<file path="config.mk">
export PLATFORM = sky130hd
export DESIGN_NAME = sync_code_det
export DESIGN_NICKNAME = d
export VERILOG_FILES = /design/src/rtl/scd_pkg.sv /design/src/rtl/scd_preamble.sv /design/src/rtl/scd_code_match.sv /design/src/rtl/scd_timing.sv /design/src/rtl/sync_code_det.sv
export SDC_FILE = /design/constraint.sdc
export NUM_CORES = 1
export LEC_CHECK = 0
export ABC_AREA = 1
export CORE_AREA = 2 2 71 73
export DETAILED_ROUTE_END_ITERATION = 8
export DIE_AREA = 0 0 73 75
export PLACE_DENSITY = 0.74
export SLEW_MARGIN = 20
export SYNTH_ARGS = -nofsm -noshare
export SYNTH_HDL_FRONTEND = slang
export SYNTH_HIERARCHICAL = 1
export SYNTH_SLANG_ARGS = --single-unit
export TNS_END_PERCENT = 5
</file>
<file path="constraint.sdc">
create_clock -name clk_i -period 1.1 [get_ports clk_i]
set_clock_uncertainty 0.15 [all_clocks]
set_input_delay 0.11 -clock clk_i [delete_from_list [all_inputs] [get_ports clk_i]]
set_output_delay 0.11 -clock clk_i [all_outputs]
set_load 0.01 [all_outputs]
</file>
<file path="src/rtl/scd_pkg.sv">
package scd_pkg;
  localparam int unsigned BYTE_W    = 8;
  localparam int unsigned NUM_CODES = 4;
  localparam logic [BYTE_W-1:0] SYNC_HI = 8'hFF;
  localparam logic [BYTE_W-1:0] SYNC_LO = 8'h00;

  typedef enum logic [1:0] {
    PRE_IDLE,
    PRE_HI,
    PRE_LO1,
    PRE_LO2
  } pre_state_e;

  // index order is also priority order: higher index wins
  typedef enum int unsigned {
    CODE_LS = 0,
    CODE_LE = 1,
    CODE_FS = 2,
    CODE_FE = 3
  } code_idx_e;

  typedef logic [NUM_CODES-1:0][BYTE_W-1:0] code_vec_t;
endpackage

</file>
<file path="src/rtl/scd_preamble.sv">
module scd_preamble
  import scd_pkg::*;
(
  input  logic              clk_i,
  input  logic              rst_ni,
  input  logic              en_i,
  input  logic              ce_i,
  input  logic [BYTE_W-1:0] byte_i,
  output logic              code_slot_o,
  output logic              sync_byte_o
);
  pre_state_e state_q, state_d;
  logic is_hi, is_lo;

  assign is_hi = (byte_i == SYNC_HI);
  assign is_lo = (byte_i == SYNC_LO);

  always_comb begin
    state_d = state_q;
    if (is_hi) begin
      state_d = PRE_HI;
    end else begin
      unique case (state_q)
        PRE_HI:  state_d = is_lo ? PRE_LO1 : PRE_IDLE;
        PRE_LO1: state_d = is_lo ? PRE_LO2 : PRE_IDLE;
        default: state_d = PRE_IDLE;
      endcase
    end
  end

  always_ff @(posedge clk_i or negedge rst_ni) begin
    if (!rst_ni)    state_q <= PRE_IDLE;
    else if (!en_i) state_q <= PRE_IDLE;
    else if (ce_i)  state_q <= state_d;
  end

  assign code_slot_o = (state_q == PRE_LO2);
  assign sync_byte_o = is_hi | is_lo;
endmodule

</file>
<file path="src/rtl/scd_code_match.sv">
module scd_code_match
  import scd_pkg::*;
(
  input  logic [BYTE_W-1:0]    byte_i,
  input  code_vec_t            code_i,
  input  code_vec_t            mask_i,
  output logic [NUM_CODES-1:0] sel_o
);
  logic [NUM_CODES-1:0] hit;

  for (genvar g = 0; g < NUM_CODES; g++) begin : g_cmp
    assign hit[g] = ((byte_i ^ code_i[g]) & mask_i[g]) == '0;
  end

  always_comb begin
    sel_o = '0;
    for (int i = NUM_CODES - 1; i >= 0; i--) begin
      if (hit[i] && sel_o == '0) sel_o[i] = 1'b1;
    end
  end
endmodule

</file>
<file path="src/rtl/scd_timing.sv">
module scd_timing
  import scd_pkg::*;
(
  input  logic                 clk_i,
  input  logic                 rst_ni,
  input  logic                 en_i,
  input  logic                 ce_i,
  input  logic                 code_slot_i,
  input  logic                 sync_byte_i,
  input  logic [NUM_CODES-1:0] sel_i,
  input  logic [BYTE_W-1:0]    byte_i,
  output logic [NUM_CODES-1:0] pulse_o,
  output logic                 frame_valid_o,
  output logic                 line_valid_o,
  output logic                 pix_valid_o,
  output logic [BYTE_W-1:0]    pix_data_o
);
  logic [NUM_CODES-1:0] det;
  logic                 armed_q, frame_q, line_q, pix_q;
  logic [NUM_CODES-1:0] pulse_q;
  logic [BYTE_W-1:0]    data_q;

  assign det = code_slot_i ? sel_i : '0;

  always_ff @(posedge clk_i or negedge rst_ni) begin
    if (!rst_ni) begin
      armed_q <= 1'b0;
      frame_q <= 1'b0;
      line_q  <= 1'b0;
      pix_q   <= 1'b0;
      pulse_q <= '0;
      data_q  <= '0;
    end else if (!en_i) begin
      armed_q <= 1'b0;
      frame_q <= 1'b0;
      line_q  <= 1'b0;
      pix_q   <= 1'b0;
      pulse_q <= '0;
    end else begin
      pulse_q <= '0;
      pix_q   <= 1'b0;
      if (ce_i) begin
        pulse_q <= det;
        if (det[CODE_FE]) begin
          frame_q <= 1'b0;
          line_q  <= 1'b0;
          armed_q <= 1'b1;
        end else if (det[CODE_FS]) begin
          if (armed_q) begin
            frame_q <= 1'b1;
            armed_q <= 1'b0;
          end
        end else if (det[CODE_LE]) begin
          line_q <= 1'b0;
        end else if (det[CODE_LS]) begin
          if (frame_q) line_q <= 1'b1;
        end
        pix_q  <= frame_q & line_q & ~sync_byte_i & ~code_slot_i;
        data_q <= byte_i;
      end
    end
  end

  assign pulse_o       = pulse_q;
  assign frame_valid_o = frame_q;
  assign line_valid_o  = line_q;
  assign pix_valid_o   = pix_q;
  assign pix_data_o    = data_q;
endmodule

</file>
<file path="src/rtl/sync_code_det.sv">
module sync_code_det
  import scd_pkg::*;
(
  input  logic              clk_i,
  input  logic              rst_ni,
  input  logic              en_i,
  input  logic              pix_ce_i,
  input  logic [BYTE_W-1:0] pix_data_i,
  input  logic [BYTE_W-1:0] code_ls_i,
  input  logic [BYTE_W-1:0] code_le_i,
  input  logic [BYTE_W-1:0] code_fs_i,
  input  logic [BYTE_W-1:0] code_fe_i,
  input  logic [BYTE_W-1:0] mask_ls_i,
  input  logic [BYTE_W-1:0] mask_le_i,
  input  logic [BYTE_W-1:0] mask_fs_i,
  input  logic [BYTE_W-1:0] mask_fe_i,
  output logic              ls_pulse_o,
  output logic              le_pulse_o,
  output logic              fs_pulse_o,
  output logic              fe_pulse_o,
  output logic              frame_valid_o,
  output logic              line_valid_o,
  output logic              pix_valid_o,
  output logic [BYTE_W-1:0] pix_data_o
);
  code_vec_t            codes, masks;
  logic                 code_slot, sync_byte;
  logic [NUM_CODES-1:0] sel, pulses;

  always_comb begin
    codes[CODE_LS] = code_ls_i;
    codes[CODE_LE] = code_le_i;
    codes[CODE_FS] = code_fs_i;
    codes[CODE_FE] = code_fe_i;
    masks[CODE_LS] = mask_ls_i;
    masks[CODE_LE] = mask_le_i;
    masks[CODE_FS] = mask_fs_i;
    masks[CODE_FE] = mask_fe_i;
  end

  scd_preamble u_pre (
    .clk_i       (clk_i),
    .rst_ni      (rst_ni),
    .en_i        (en_i),
    .ce_i        (pix_ce_i),
    .byte_i      (pix_data_i),
    .code_slot_o (code_slot),
    .sync_byte_o (sync_byte)
  );

  scd_code_match u_match (
    .byte_i (pix_data_i),
    .code_i (codes),
    .mask_i (masks),
    .sel_o  (sel)
  );

  scd_timing u_tim (
    .clk_i         (clk_i),
    .rst_ni        (rst_ni),
    .en_i          (en_i),
    .ce_i          (pix_ce_i),
    .code_slot_i   (code_slot),
    .sync_byte_i   (sync_byte),
    .sel_i         (sel),
    .byte_i        (pix_data_i),
    .pulse_o       (pulses),
    .frame_valid_o (frame_valid_o),
    .line_valid_o  (line_valid_o),
    .pix_valid_o   (pix_valid_o),
    .pix_data_o    (pix_data_o)
  );

  assign ls_pulse_o = pulses[CODE_LS];
  assign le_pulse_o = pulses[CODE_LE];
  assign fs_pulse_o = pulses[CODE_FS];
  assign fe_pulse_o = pulses[CODE_FE];
endmodule

</file>
; ---- Word-level counts from Yosys, hierarchy flattened
; Index checks and enable logic that the tools add are counted.
; Widths: inputs -> output; s select.
[totals]
in_bits = 76
word_cells = 77
reg_bits = 18
out_inout_bits = 15
[classes]
eq_ne = 10
n_reduce_logical = 14
muxes = 31
bitwise_logic = 15
[op_table]
columns = op, count
row1 = $logic_not 8->1, 5
row2 = $and 8x8->8, 4
row3 = $xor 8x8->8, 4
row4 = $mux 1, 22
row5 = $mux 4, 3
row6 = $mux 2, 5
row7 = $eq 8x8->1 const B, 1
row8 = $ne 4x1->1 const B, 2
row9 = $ne 3x1->1 const B, 2
row10 = $eq 2x2->1 const B, 2
row11 = $pmux 2 s2, 1
row12 = $reduce_and 2->1, 2
row13 = $reduce_and 4->1, 1
row14 = $and 1x1->1, 3
row15 = $logic_and 1x1->1, 3
row16 = $logic_not 3->1, 1
row17 = $ne 3x2->1 const B, 1
row18 = $not 1->1, 3
row19 = $reduce_and 3->1, 1
row20 = $eq 2x1->1 const B, 1
row21 = $logic_not 2->1, 1
row22 = $ne 2x1->1 const B, 1
row23 = $or 1x1->1, 1

; ---- Depth between registers and ports, before layout
[logic_depth]
word_depth = 20
depth_mapped = 15
ltp_nobuf = 15

; ---- Hierarchy
; The synthesis kept the hierarchy.
[modules_own_cells]
columns = mod, cells_per_inst, instances, area_each_um2
row1 = scd_code_match, 170, 1, 673.1
row2 = scd_timing, 56, 1, 645.6
row3 = scd_preamble, 38, 1, 216.5

; ---- Least setup slack after synthesis
; Ideal clock, no wire load.
[synth_path]
path_kind = flip-flop to flip-flop
startpoint = register u_pre.state_q[0]
endpoint = register u_tim.frame_q, in the netlist u_tim/frame_valid_o
setup_slack_ns = -0.108
stages_incl_launch_ff = 6
n_path_buf = 0
period_less_slack_ns = 1.208
setup_time_ns = 0.084
required_time_ns = 0.866
arrival_time_ns = 0.974
path_cell_list = dfrtp_1 > ha_1 > nand2_1 > nand2_1 > nand2_1 > a21boi_0
[synth_between]
elab_chain_len = 5
word_cells_on_any_way = 8
classes_between = eq/ne (3) / mux (4) / reduce/logical (1)
[synth_lines]
columns = element, line_no
row1 = from (decl), scd_preamble.sv:12  ; pre_state_e state_q, state_d;
row2 = from (signal assigned), scd_preamble.sv:34  ; else if (ce_i) state_q <= state_d;
row3 = $eq 2x2->1 *, scd_preamble.sv:37  ; assign code_slot_o = (state_q == PRE_LO2);
row4 = named net code_slot, sync_code_det.sv:27  ; logic code_slot, sync_byte;
row5 = $mux 4 *, scd_timing.sv:23  ; assign det = code_slot_i ? sel_i : '0;
row6 = $mux 1, scd_timing.sv:44  ; if (det[CODE_FE]) begin
row7 = $mux 1, scd_timing.sv:42  ; if (ce_i) begin
row8 = $mux 1, scd_timing.sv:33  ; end else if (!en_i) begin
row9 = to (signal assigned), scd_timing.sv:28  ; frame_q <= 1'b0;
row10 = to (signal assigned), scd_timing.sv:35  ; frame_q <= 1'b0;
row11 = to (signal assigned), scd_timing.sv:45  ; frame_q <= 1'b0;
row12 = to (decl), scd_timing.sv:19  ; logic armed_q, frame_q, line_q, pix_q;
; The timed path passes the listed nets; every way through them passes the cells marked *. The select of a mux whose other input is x is not followed.
; A chain may end at the register's enable or synchronous reset.

; ---- Final worst setup path
[layout_path]
startpoint = register u_pre.state_q[1]
endpoint = register u_tim.pix_q, in the netlist u_tim/pix_valid_o
[layout_between]
elab_chain_len = 5
[layout_lines]
columns = element, line_no
row1 = $eq 2x2->1, scd_preamble.sv:37
row2 = named net code_slot, sync_code_det.sv:27
row3 = $not 1->1, scd_timing.sv:58  ; pix_q <= frame_q & line_q & ~sync_byte_i & ~code_slot_i;
row4 = $and 1x1->1, scd_timing.sv:58
row5 = $mux 1, scd_timing.sv:42
row6 = $mux 1, scd_timing.sv:33
row7 = to (signal assigned), scd_timing.sv:58
row8 = to (decl), scd_timing.sv:19
; The timed path passes the listed nets, and every way through them passes these cells.

==> reports/metrics.csv <==
stage;metric;value;unit
yosys;yosysMostFrequentCell;nand2_1;
routing;viasPerCell;4.49;
timing;holdWs;38.9;ps
global_routing;grt-busiest-layer;met2;
yosys;synth_top_area_share;29.3;%
routing;via_count;1973;
timing;setup_ws;-158;ps
final_layout;stdcell_area;2780;µm²
yosys;ys_warn_count;6;
timing;setup_viol;10;
worst_setup_path;slowest_delay;460;ps
timing;grt_setup_unrepaired;yes;
flow_run;drv_cap;0;
worst_setup_path;reg2regPathDepth;2;
floorplan;die_h;75;µm
global_routing;first_global_vias;1941;
clock_network;cts_buffer_depth;2;
yosys;yosys-top-cells-count;nand2_1 (112), inv_1 (44), nor2_1 (42);
worst_setup_path;worstSetupStartpointType;register;
yosys;synth.distinct_cells;15;
placement;io_buffers;90;
final_layout;fillers;459;
power_and_ir_drop;p_leak;1.57;nW
timing;fin_crit_sh;114;%
timing;worst_pin_slew;298;ps
clock_network;cts_sinks;18;
floorplan;dieArea;5480;µm²
yosys;syn_area_per_cell;5.82;µm²
global_routing;grt_overflow;0;
power_and_ir_drop;power_density;729;nW/µm²
power_and_ir_drop;max-vdd-ir-drop;0.340;mV
placement;dpl_cell_area;2700;µm²
worst_setup_path;worstSetupEndpoint;u_tim/pix_valid_o$_DFF_PN0_;
global_routing;use_met1;23.4;%
floorplan;core;4660;µm²
final_layout;final_cells;439;
routing;drt-initial-drc-count;68;
routing;drc;0;
run_status;status;finished, violations left;
run_status;violations;setup timing;
routing;drt_wl_total;4.91;mm
yosys;synth_top_area_cell;dfrtp_1;
timing;hold_viol_final;0;
floorplan;top_level_ports;91;
global_routing;grt_pass1_wl;8.04;mm
routing;drt-wirelength-per-cell;11.2;µm
final_layout;drive_gt1_share;33.5;%
worst_setup_path;slowest_stage;dfrtp_2;
worst_setup_path;endpoint_kind;register;
placement;dp.cells;432;
final_layout;area_delta_synth_final;81.2;%
yosys;synth-main-ff-cell;dfrtp_1;
global_routing;globalRouteMet2Util;31.9;%
clock_network;clkTransAtPathRegs;70;ps
hold_path;min_path_type;in2async;
floorplan;initial_core_util;32.9;%
clock_network;clkLatencyLatePin;250;ps
worst_setup_path;crit_fanout;5;
yosys;ys_seq_area_share;29.3;%
worst_setup_path;r2r_slack;-160;ps
floorplan;rows;25;
global_routing;use_met3;2.95;%
final_layout;nets;465;
routing;drtPass1Iterations;4;
timing;maxSlewViolCount;0;
global_routing;antenna_found_initial;0;
power_and_ir_drop;power.total;2.03;mW
timing;relSlewSlack;79.9;%
yosys;synthTopCellsByArea;dfrtp_1 (29%), nand2_1 (27%), inv_1 (11%);
placement;hpwlAfterDp;3.97;mm
worst_setup_path;r2r-start;u_pre/state_q[1]$_DFFE_PN0P_;
placement;dp_slack;-906;ps
placement;gp_congestion;0.796;
timing;max_freq;0.795;GHz
worst_setup_path;critPathLaunch;u_pre/state_q[1]$_DFFE_PN0P_;
routing;ant_nets;0;
worst_setup_path;critPathKind;reg2reg;
yosys;netlist_area;1540;µm²
global_routing;grt.total_usage;18.2;%
yosys;synth_nets;343;
worst_setup_path;r2r-end;u_tim/pix_valid_o$_DFF_PN0_;
worst_setup_path;crit_required;1080;ps
yosys;synthArstFlopShare;100;%
clock_network;ctsHoldBuffers;0;
clock_network;cts_tree;done;
global_routing;grt_max_degree;19;
yosys;synth_cells;264;
yosys;synth-edff-count;0;
yosys;ys_ff_latch;18;
final_layout;antennaDiodeCount;0;
clock_network;numCtsBuffers;3;
floorplan;die_w;73;µm
timing;finalSetupTns;-1000;ps
final_layout;post-route-util;59.7;%
clock_network;cts_max_level;1;
timing;post-route-min-period;1260;ps
worst_setup_path;cp.arrival;1240;ps
clock_network;cts-root-buf;clkbuf_8;
worst_setup_path;worstPathCellList;ha_4, nor4_1;
-- registers in the layout (all words and copies together) (netlist names) --
| register | count |
|---|---|
| u_pre/state_q | 2 |
| u_tim/armed_q | 1 |
| u_tim/frame_valid_o | 1 |
| u_tim/line_valid_o | 1 |
| u_tim/pix_data_o | 8 |
| u_tim/pix_valid_o | 1 |
| u_tim/pulse_o | 4 |
-- routing by layer --
metal  share of wire [%]  wire [µm]
met3                 5.5        268
met2                  50       2460
met1                  43       2120
met4                 1.2         58
met5                   0          0
-- final cells by class --
type                       instances  area [µm²]  share of cell area, %
tap                               54        67.6                   2.43
inverter                          44         168                   6.03
multi-input combinational        201        1080                   38.8
timing repair buffer             118         958                   34.5
sequential                        18         453                   16.3
clock buffer                       4        55.1                   1.98
-- kinds of logic (layout without fill, tap and decap cells) --
group / count (synthesis) / after routing / share of synthesized area (%)
adder cells (fa/ha/maj): 3 / 3 / 2.45
multiplexers: 8 / 8 / 6.85
AO/OA/AOI/OAI: 4 / 4 / 1.47
AND/OR/NAND/NOR: 186 / 186 / 48.4
flip-flops: 18 / 18 / 29.3
buffers and inverters: 45 / 166 / 11.5
-- critical path: cells and delay by family (launching register included) --
kind	cells	cell delay [ps]
fa+ha+maj	1	200
flops	1	460
simple gates	1	330
-- worst min path at each step --
stage	to	depth (start not counted)
3_3_place_gp	u_pre/state_q[1]$_DFFE_PN0P_	2
4_1_cts	u_pre/state_q[0]$_DFFE_PN0P_	2
6_report	u_pre/state_q[0]$_DFFE_PN0P_	2
5_1_grt	u_tim/pix_data_o[1]$_DFFE_PN0P_	2
2_1_floorplan	u_pre/state_q[0]$_DFFE_PN0P_	0
3_5_place_dp	u_pre/state_q[0]$_DFFE_PN0P_	2
-- timing repair --
item | 4_1_cts | 5_1_grt
pin swaps | 79 | 54
setup endpoints to repair | 33 | 32
gates resized for setup | 155 | 104
buffers inserted | 1 | 2
-- cell usage in the layout, fill, tap and decap left out, types with 2 or more instances in the layout --
| master | instances |
|---|---|
| nand3_1 | 19 |
| ha_4 | 2 |
| dfrtp_1 | 16 |
| nand3_2 | 8 |
| inv_2 | 6 |
| clkdlybuf4s15_1 | 16 |
| buf_6 | 9 |
| clkbuf_8 | 4 |
| nor2_2 | 16 |
| nand2_1 | 98 |
| nand2_4 | 2 |
| nor2_4 | 3 |
| o21ai_1 | 2 |
| clkbuf_2 | 26 |
| nand2_2 | 13 |
| mux2_4 | 4 |
| mux2_2 | 4 |
| buf_4 | 26 |
| nor2_1 | 25 |
| dfrtp_2 | 2 |
| dlygate4sd2_1 | 37 |
| inv_1 | 37 |
-- power breakdown --
group | switching, mW | internal (mW)
clock network | 0.218 | 0.318
registers | 0.0298 | 0.706
logic | 0.354 | 0.402
(Power assumes the default switching activity.)
